### config.mk
export PLATFORM = sky130hd
export DESIGN_NAME = lin_mode_ctrl
export DESIGN_NICKNAME = d
export VERILOG_FILES = /design/src/rtl/lin_mode_pkg.sv /design/src/rtl/lin_mode_fsm.sv /design/src/rtl/lin_mode_dp.sv /design/src/rtl/lin_mode_ctrl.sv
export SDC_FILE = /design/constraint.sdc
export NUM_CORES = 1
export LEC_CHECK = 0
export BUFFER_PORTS_ARGS = -buffer_cell sky130_fd_sc_hd__buf_2
export CAP_MARGIN = 20
export CORE_ASPECT_RATIO = 1.5
export CORE_MARGIN = 2
export CORE_UTILIZATION = 50
export DETAILED_ROUTE_END_ITERATION = 10
export PLACE_DENSITY = 0.67
export SLEW_MARGIN = 15
export SYNTH_ARGS = -nofsm -noshare
export SYNTH_HDL_FRONTEND = slang
export SYNTH_SLANG_ARGS = --single-unit
### constraint.sdc
create_clock -name clk -period 2.7 [get_ports clk]
set_input_delay 0.675 -clock clk [delete_from_list [all_inputs] [get_ports clk]]
set_output_delay 0.675 -clock clk [all_outputs]
set_load 0.01 [all_outputs]
### src/rtl/lin_mode_pkg.sv
package lin_mode_pkg;

  typedef enum logic [2:0] {
    ST_UNPWR,
    ST_FAILSAFE,
    ST_NORMAL,
    ST_SELECT,
    ST_SILENT,
    ST_SLEEP
  } mode_e;

  // strobes from control to datapath
  typedef struct packed {
    logic selStart;  // enable fall seen in normal mode
    logic selRun;    // mode-select window in progress
    logic txArm;     // transmitter may drive
    logic wakeArm;   // wake filter active
    logic rstHold;   // keep host reset asserted
  } ctrl_strb_t;

  // status from datapath back to control
  typedef struct packed {
    logic selDone;   // last cycle of the window
    logic winLow;    // transmit data low in every window sample
    logic wakeHit;   // dominant held for the filter time
  } dp_stat_t;

endpackage

### src/rtl/lin_mode_fsm.sv
module lin_mode_fsm
  import lin_mode_pkg::*;
(
  input  logic       clk,
  input  logic       rstN,
  input  logic       supplyOk,
  input  logic       enPin,
  input  logic       busDom,
  input  logic       vccUnder,
  input  dp_stat_t   stat,
  output ctrl_strb_t strb,
  output logic       regOn,
  output logic       rxdOut,
  output logic       termOn
);

  mode_e state, nxt;
  logic  enPrev;
  logic  enFall;
  logic  wakeFlag;
  logic  regOnNow;

  assign enFall   = enPrev & ~enPin;
  assign regOnNow = (state != ST_UNPWR) && (state != ST_SLEEP);

  always_comb begin
    nxt = state;
    unique case (state)
      ST_UNPWR:    nxt = ST_FAILSAFE;
      ST_FAILSAFE: if (enPin) nxt = ST_NORMAL;
      ST_NORMAL:   if (enFall) nxt = ST_SELECT;
      ST_SELECT:   if (stat.selDone) nxt = stat.winLow ? ST_SLEEP : ST_SILENT;
      ST_SILENT: begin
        if (enPin)             nxt = ST_NORMAL;
        else if (stat.wakeHit) nxt = ST_FAILSAFE;
      end
      ST_SLEEP:    if (stat.wakeHit) nxt = ST_FAILSAFE;
      default:     nxt = ST_UNPWR;
    endcase
    if (regOnNow && vccUnder) nxt = ST_FAILSAFE;
    if (!supplyOk)            nxt = ST_UNPWR;
  end

  always_ff @(posedge clk or negedge rstN) begin
    if (!rstN) begin
      state    <= ST_UNPWR;
      enPrev   <= 1'b0;
      wakeFlag <= 1'b0;
    end else begin
      state    <= nxt;
      enPrev   <= enPin;
      wakeFlag <= (nxt == ST_FAILSAFE) &&
                  (wakeFlag ||
                   (((state == ST_SILENT) || (state == ST_SLEEP)) && stat.wakeHit));
    end
  end

  always_comb begin
    unique case (state)
      ST_NORMAL:   rxdOut = ~busDom;
      ST_FAILSAFE: rxdOut = ~wakeFlag;
      ST_SELECT,
      ST_SILENT:   rxdOut = 1'b1;
      default:     rxdOut = 1'b0;
    endcase
  end

  assign regOn  = regOnNow;
  assign termOn = regOnNow;

  assign strb.selStart = (state == ST_NORMAL) && enFall;
  assign strb.selRun   = (state == ST_SELECT);
  assign strb.txArm    = (state == ST_NORMAL);
  assign strb.wakeArm  = (state == ST_SILENT) || (state == ST_SLEEP);
  assign strb.rstHold  = ~regOnNow | vccUnder;

endmodule

### src/rtl/lin_mode_dp.sv
module lin_mode_dp
  import lin_mode_pkg::*;
#(
  parameter int SEL_WIN_CYC = 3,
  parameter int DOM_TO_CYC  = 6000,
  parameter int WAKE_CYC    = 100,
  parameter int RST_CYC     = 4000
) (
  input  logic       clk,
  input  logic       rstN,
  input  ctrl_strb_t strb,
  input  logic       txdPin,
  input  logic       busDom,
  output dp_stat_t   stat,
  output logic       txDrive,
  output logic       resetN
);

  localparam int SW = $clog2(SEL_WIN_CYC + 1);
  localparam int DW = $clog2(DOM_TO_CYC + 1);
  localparam int WW = $clog2(WAKE_CYC + 1);
  localparam int RW = $clog2(RST_CYC + 1);

  localparam logic [SW-1:0] SEL_LOAD  = SW'(SEL_WIN_CYC);
  localparam logic [SW-1:0] SEL_ONE   = SW'(1);
  localparam logic [DW-1:0] DOM_LAST  = DW'(DOM_TO_CYC - 1);
  localparam logic [WW-1:0] WAKE_FULL = WW'(WAKE_CYC);
  localparam logic [RW-1:0] RST_LOAD  = RW'(RST_CYC);

  // mode-select window
  logic [SW-1:0] selCnt;
  logic          lowAll;

  always_ff @(posedge clk or negedge rstN) begin
    if (!rstN) begin
      selCnt <= '0;
      lowAll <= 1'b0;
    end else if (strb.selStart) begin
      selCnt <= SEL_LOAD;
      lowAll <= ~txdPin;
    end else if (strb.selRun) begin
      if (selCnt != '0) selCnt <= selCnt - 1'b1;
      lowAll <= lowAll & ~txdPin;
    end
  end

  assign stat.selDone = strb.selRun && (selCnt == SEL_ONE);
  assign stat.winLow  = lowAll & ~txdPin;

  // dominant-timeout guard
  logic [DW-1:0] domCnt;
  logic          domLock;

  always_ff @(posedge clk or negedge rstN) begin
    if (!rstN) begin
      domCnt  <= '0;
      domLock <= 1'b0;
    end else if (txdPin) begin
      domCnt  <= '0;
      domLock <= 1'b0;
    end else if (!strb.txArm) begin
      domCnt  <= '0;
    end else if (!domLock) begin
      if (domCnt == DOM_LAST) begin
        domLock <= 1'b1;
        domCnt  <= '0;
      end else begin
        domCnt  <= domCnt + 1'b1;
      end
    end
  end

  assign txDrive = strb.txArm & ~txdPin & ~domLock;

  // bus wake-up filter, saturating
  logic [WW-1:0] wakeCnt;

  always_ff @(posedge clk or negedge rstN) begin
    if (!rstN)                         wakeCnt <= '0;
    else if (!strb.wakeArm || !busDom) wakeCnt <= '0;
    else if (wakeCnt != WAKE_FULL)     wakeCnt <= wakeCnt + 1'b1;
  end

  assign stat.wakeHit = (wakeCnt == WAKE_FULL);

  // host reset stretch
  logic [RW-1:0] rstCnt;

  always_ff @(posedge clk or negedge rstN) begin
    if (!rstN)             rstCnt <= RST_LOAD;
    else if (strb.rstHold) rstCnt <= RST_LOAD;
    else if (rstCnt != '0) rstCnt <= rstCnt - 1'b1;
  end

  assign resetN = ~strb.rstHold && (rstCnt == '0);

endmodule

### src/rtl/lin_mode_ctrl.sv
module lin_mode_ctrl
  import lin_mode_pkg::*;
#(
  parameter int SEL_WIN_CYC = 3,
  parameter int DOM_TO_CYC  = 6000,
  parameter int WAKE_CYC    = 100,
  parameter int RST_CYC     = 4000
) (
  input  logic clk,
  input  logic rstN,
  input  logic supplyOk,
  input  logic enPin,
  input  logic txdPin,
  input  logic busDom,
  input  logic vccUnder,
  output logic regOn,
  output logic resetN,
  output logic rxdOut,
  output logic txDrive,
  output logic termOn
);

  ctrl_strb_t strb;
  dp_stat_t   stat;

  lin_mode_fsm u_fsm (
    .clk      (clk),
    .rstN     (rstN),
    .supplyOk (supplyOk),
    .enPin    (enPin),
    .busDom   (busDom),
    .vccUnder (vccUnder),
    .stat     (stat),
    .strb     (strb),
    .regOn    (regOn),
    .rxdOut   (rxdOut),
    .termOn   (termOn)
  );

  lin_mode_dp #(
    .SEL_WIN_CYC (SEL_WIN_CYC),
    .DOM_TO_CYC  (DOM_TO_CYC),
    .WAKE_CYC    (WAKE_CYC),
    .RST_CYC     (RST_CYC)
  ) u_dp (
    .clk     (clk),
    .rstN    (rstN),
    .strb    (strb),
    .txdPin  (txdPin),
    .busDom  (busDom),
    .stat    (stat),
    .txDrive (txDrive),
    .resetN  (resetN)
  );

endmodule

==> metrics.md <==
| Metric | Value |
|---|---|
| Outcome | finished, final reports clean |
| Ys Warns | 0 |
| Slew @ Worst Pin | 606.7 ps |
| Cell variety after synth | 51 |
| Latest clock arrival within the worst-skew pair | 290 ps |
| Initial Util | 0.5206 |
| Register bit count reported by yosys | 41 |
| Drc violations | 0 |
| Yosys top cell area share | 0.3735 |
| Worst Setup Start Kind | flop |
| Final Max Slew Viols | 0 |
| Primary FF master, synth | dfrtp_1 |
| Remaining antenna violation count | 0 |
| Global-route wire length before repair | 8.128 mm |
| Drt via density | 6.024 |
| Mapped Cells | 264 |
| Dpl hpwl | 3.557 mm |
| FFs w/ async S/R, synth | 1.000 |
| Clk root buf | clkbuf_8 |
| Die footprint | 5265 um^2 |
| Final setup viols | 0 |
| WL per Instance | 14.25 um |
| Post-synth EDFFs | 0 |
| Syn Area/Cell | 8.882 um^2 |
| Die H | 87.87 um |
| Max-Cap Viols | 0 |
| Cell taking the most area after synthesis | dfrtp_1 |
| H-tree levels | 2 |
| Largest cells by area after synthesis | dfrtp_1 (37%), dfstp_2 (6.7%), nor2_1 (4.2%), nand2_1 (3.7%), a21oi_1 (3.4%) |
| CTS clock-pin slew for the worst setup and hold paths | 80 ps |
| Total wire length | 4.689 mm |
| GR Overflow Total | 0 |
| Die width | 59.92 um |
| Post-Syn Nets | 277 |
| Netlist Area Pre-Place | 2345 um^2 |
| Fillers | 409 |
| Unrepaired setup endpoints after global routing | no |
| Crit share post-route | 0.9248 |
| Worst Path Max Fanout | 13 |
| Total number of vias | 1982 |
| First DRT Iteration DRCs | 79 |
| Fin. Hold Viols | 0 |
| CTS Buf Count | 5 |
| Core area | 4504 um^2 |
| Vias in the first global route | 1858 |
| GRT Total Usage | 0.1990 |
| Max Root-Sink Buffers | 2 |
| TritonCTS Sinks | 41 |
| VDD IR max | 0.0003976 V |
| CP arrival | 1820 ps |
| Reg2reg end | u_dp.rstCnt[9]$_DFFE_PN1N_ |
| Fin util | 0.5692 |
| Setup TNS | 0 ps |
| Antenna Cells | 0 |
| Antenna violations before repair | 0 |
| Final Critical Period | 2497 ps |
| Worst EP required | 2030 ps |
| Fmax | 400.5 MHz |
| Routability Congestion | 0.8279 |
| Placed cell count | 321 |
| # IOs | 12 |
| FF-to-FF setup slack | 460 ps |
| Layout cell share with drive strength beyond 1 | 0.1281 |
| Post-CTS setup buffer count | 0 |
| Buffers on Ports | 11 |
| Hold Crit Class | in -> async |
| Sequential area share after synthesis | 0.4408 |
| Reg2Reg Depth | 7 |
| Final non-filler cell total | 329 |
| Worst r2r src | u_dp.rstCnt[0]$_DFFE_PN0N_ |
| Site Rows | 30 |
| Final clock skew | 4.861 ps |
| First drt pass iteration count | 4 |
| Post-CTS sizing | 0 |
| Leakage | 1.059 nW |
| Slew headroom | 0.5851 |
| Hold buffers post-CTS | 0 |
| Synth-to-layout area growth | 9.338% |
| CP Class | reg -> out |
| Crit end category | output pin |
| Maximum number of pins on one net before global-route repair | 28 |
| CTS tree | done |
| NumNets Final | 293 |
| Pwr Density | 567.7 nW/um^2 |
## logic make-up after synthesis
logic type,share of synthesized area
flops,0.4408
simple gates,0.2929
xor+xnor,0.03362
mux,0.008538
compound gates,0.1468
buf+inv,0.04536
fa+ha+maj,0.03202
## cells in the mapped netlist, types with 2 or more instances
cell type / number
o211ai_1: 2
nand3b_1: 6
a32oi_1: 2
dfrtp_1: 35
xor2_1: 2
nand2b_1: 5
nor4b_1: 2
nor2_1: 26
or4_1: 3
nand3_1: 13
nand2_1: 23
nor2b_1: 5
or3_1: 7
a31oi_1: 8
nor3b_1: 2
dfstp_2: 6
a21oi_1: 16
nor3_1: 9
ha_1: 6
o21ai_0: 16
clkbuf_1: 5
mux2i_1: 2
or4b_1: 2
nand4_1: 6
nor4_1: 4
and3_1: 4
xnor2_1: 7
inv_1: 17
## placed cells by master (no fill, tap or decap), drive strengths merged, types with 7 or more instances in the layout
| cell | n |
|---|---|
| xnor2 | 7 |
| inv | 17 |
| or3 | 7 |
| clkbuf | 7 |
| nor2 | 26 |
| dfrtp | 35 |
| a21oi | 16 |
| nand3 | 13 |
| nor3 | 9 |
| o21ai | 16 |
| nand2 | 23 |
| buf | 17 |
| a31oi | 8 |
## worst max-delay path by stage
stage | from | to | slack, ps
CTS | u_fsm.state[0]$_DFF_PN0_ | txDrive | 190
global placement | txdPin | txDrive | 290
floorplan | txdPin | txDrive | 380
global route | u_dp.rstCnt[0]$_DFFE_PN0N_ | resetN | 50
detailed placement | txdPin | txDrive | 290
finish | u_fsm.state[0]$_DFF_PN0_ | resetN | 200
## per-layer routing
metal	global-route usage	vias up	share of wire
li1	-	985	-
met1	0.2274	956	0.41
met2	0.3449	26	0.53
met3	0.04284	15	0.025
met4	0.09293	0	0.032
met5	0	-	0
## worst max-delay path, stage by stage (launching register included)
cell	delay (ps)
dfrtp_1	590
xnor2_1	200
a21o_1	310
nor4_1	270
buf_2	170
## per-stage QoR
stage	setup WS [ps]	hold WS, ps	cell area, um^2	power, mW
floorplan	377.9	379.4	2345	0.9324
global placement	288.0	517.9	2462	1.025
detailed placement	285.2	517.3	2462	1.032
CTS	185.3	403.0	2564	1.479
global route	51.74	414.0	2564	1.550
finish	203.0	376.4	2564	1.456
## flip-flops by register name, indices dropped and copies added, names as in the netlist
register and count:
u_dp.domCnt 13, u_dp.domLock 1, u_dp.lowAll 1, u_dp.rstCnt 12, u_dp.selCnt 2, u_dp.wakeCnt 7
u_fsm.enPrev 1, u_fsm.state 3, u_fsm.wakeFlag 1
## cell type report
class                   instances  area (um^2)  area share
inverters                      17        63.81     0.02489
clock buffers                   7        96.34     0.03758
flip-flops and latches         41         1033      0.4031
clock inverters                 1        5.005    0.001952
multi-input cells             198         1205      0.4700
well taps                      48        60.06     0.02343
repair buffers                 17        100.1     0.03904
## power by group
| group | total, mW | switching [mW] | leakage, nW | internal, mW |
|---|---|---|---|---|
| registers | 0.723 | 0.0560 | 0.537 | 0.667 |
| clock network | 0.435 | 0.204 | 0.0542 | 0.231 |
| logic | 0.298 | 0.169 | 0.468 | 0.129 |
(Power assumes the default switching activity.)
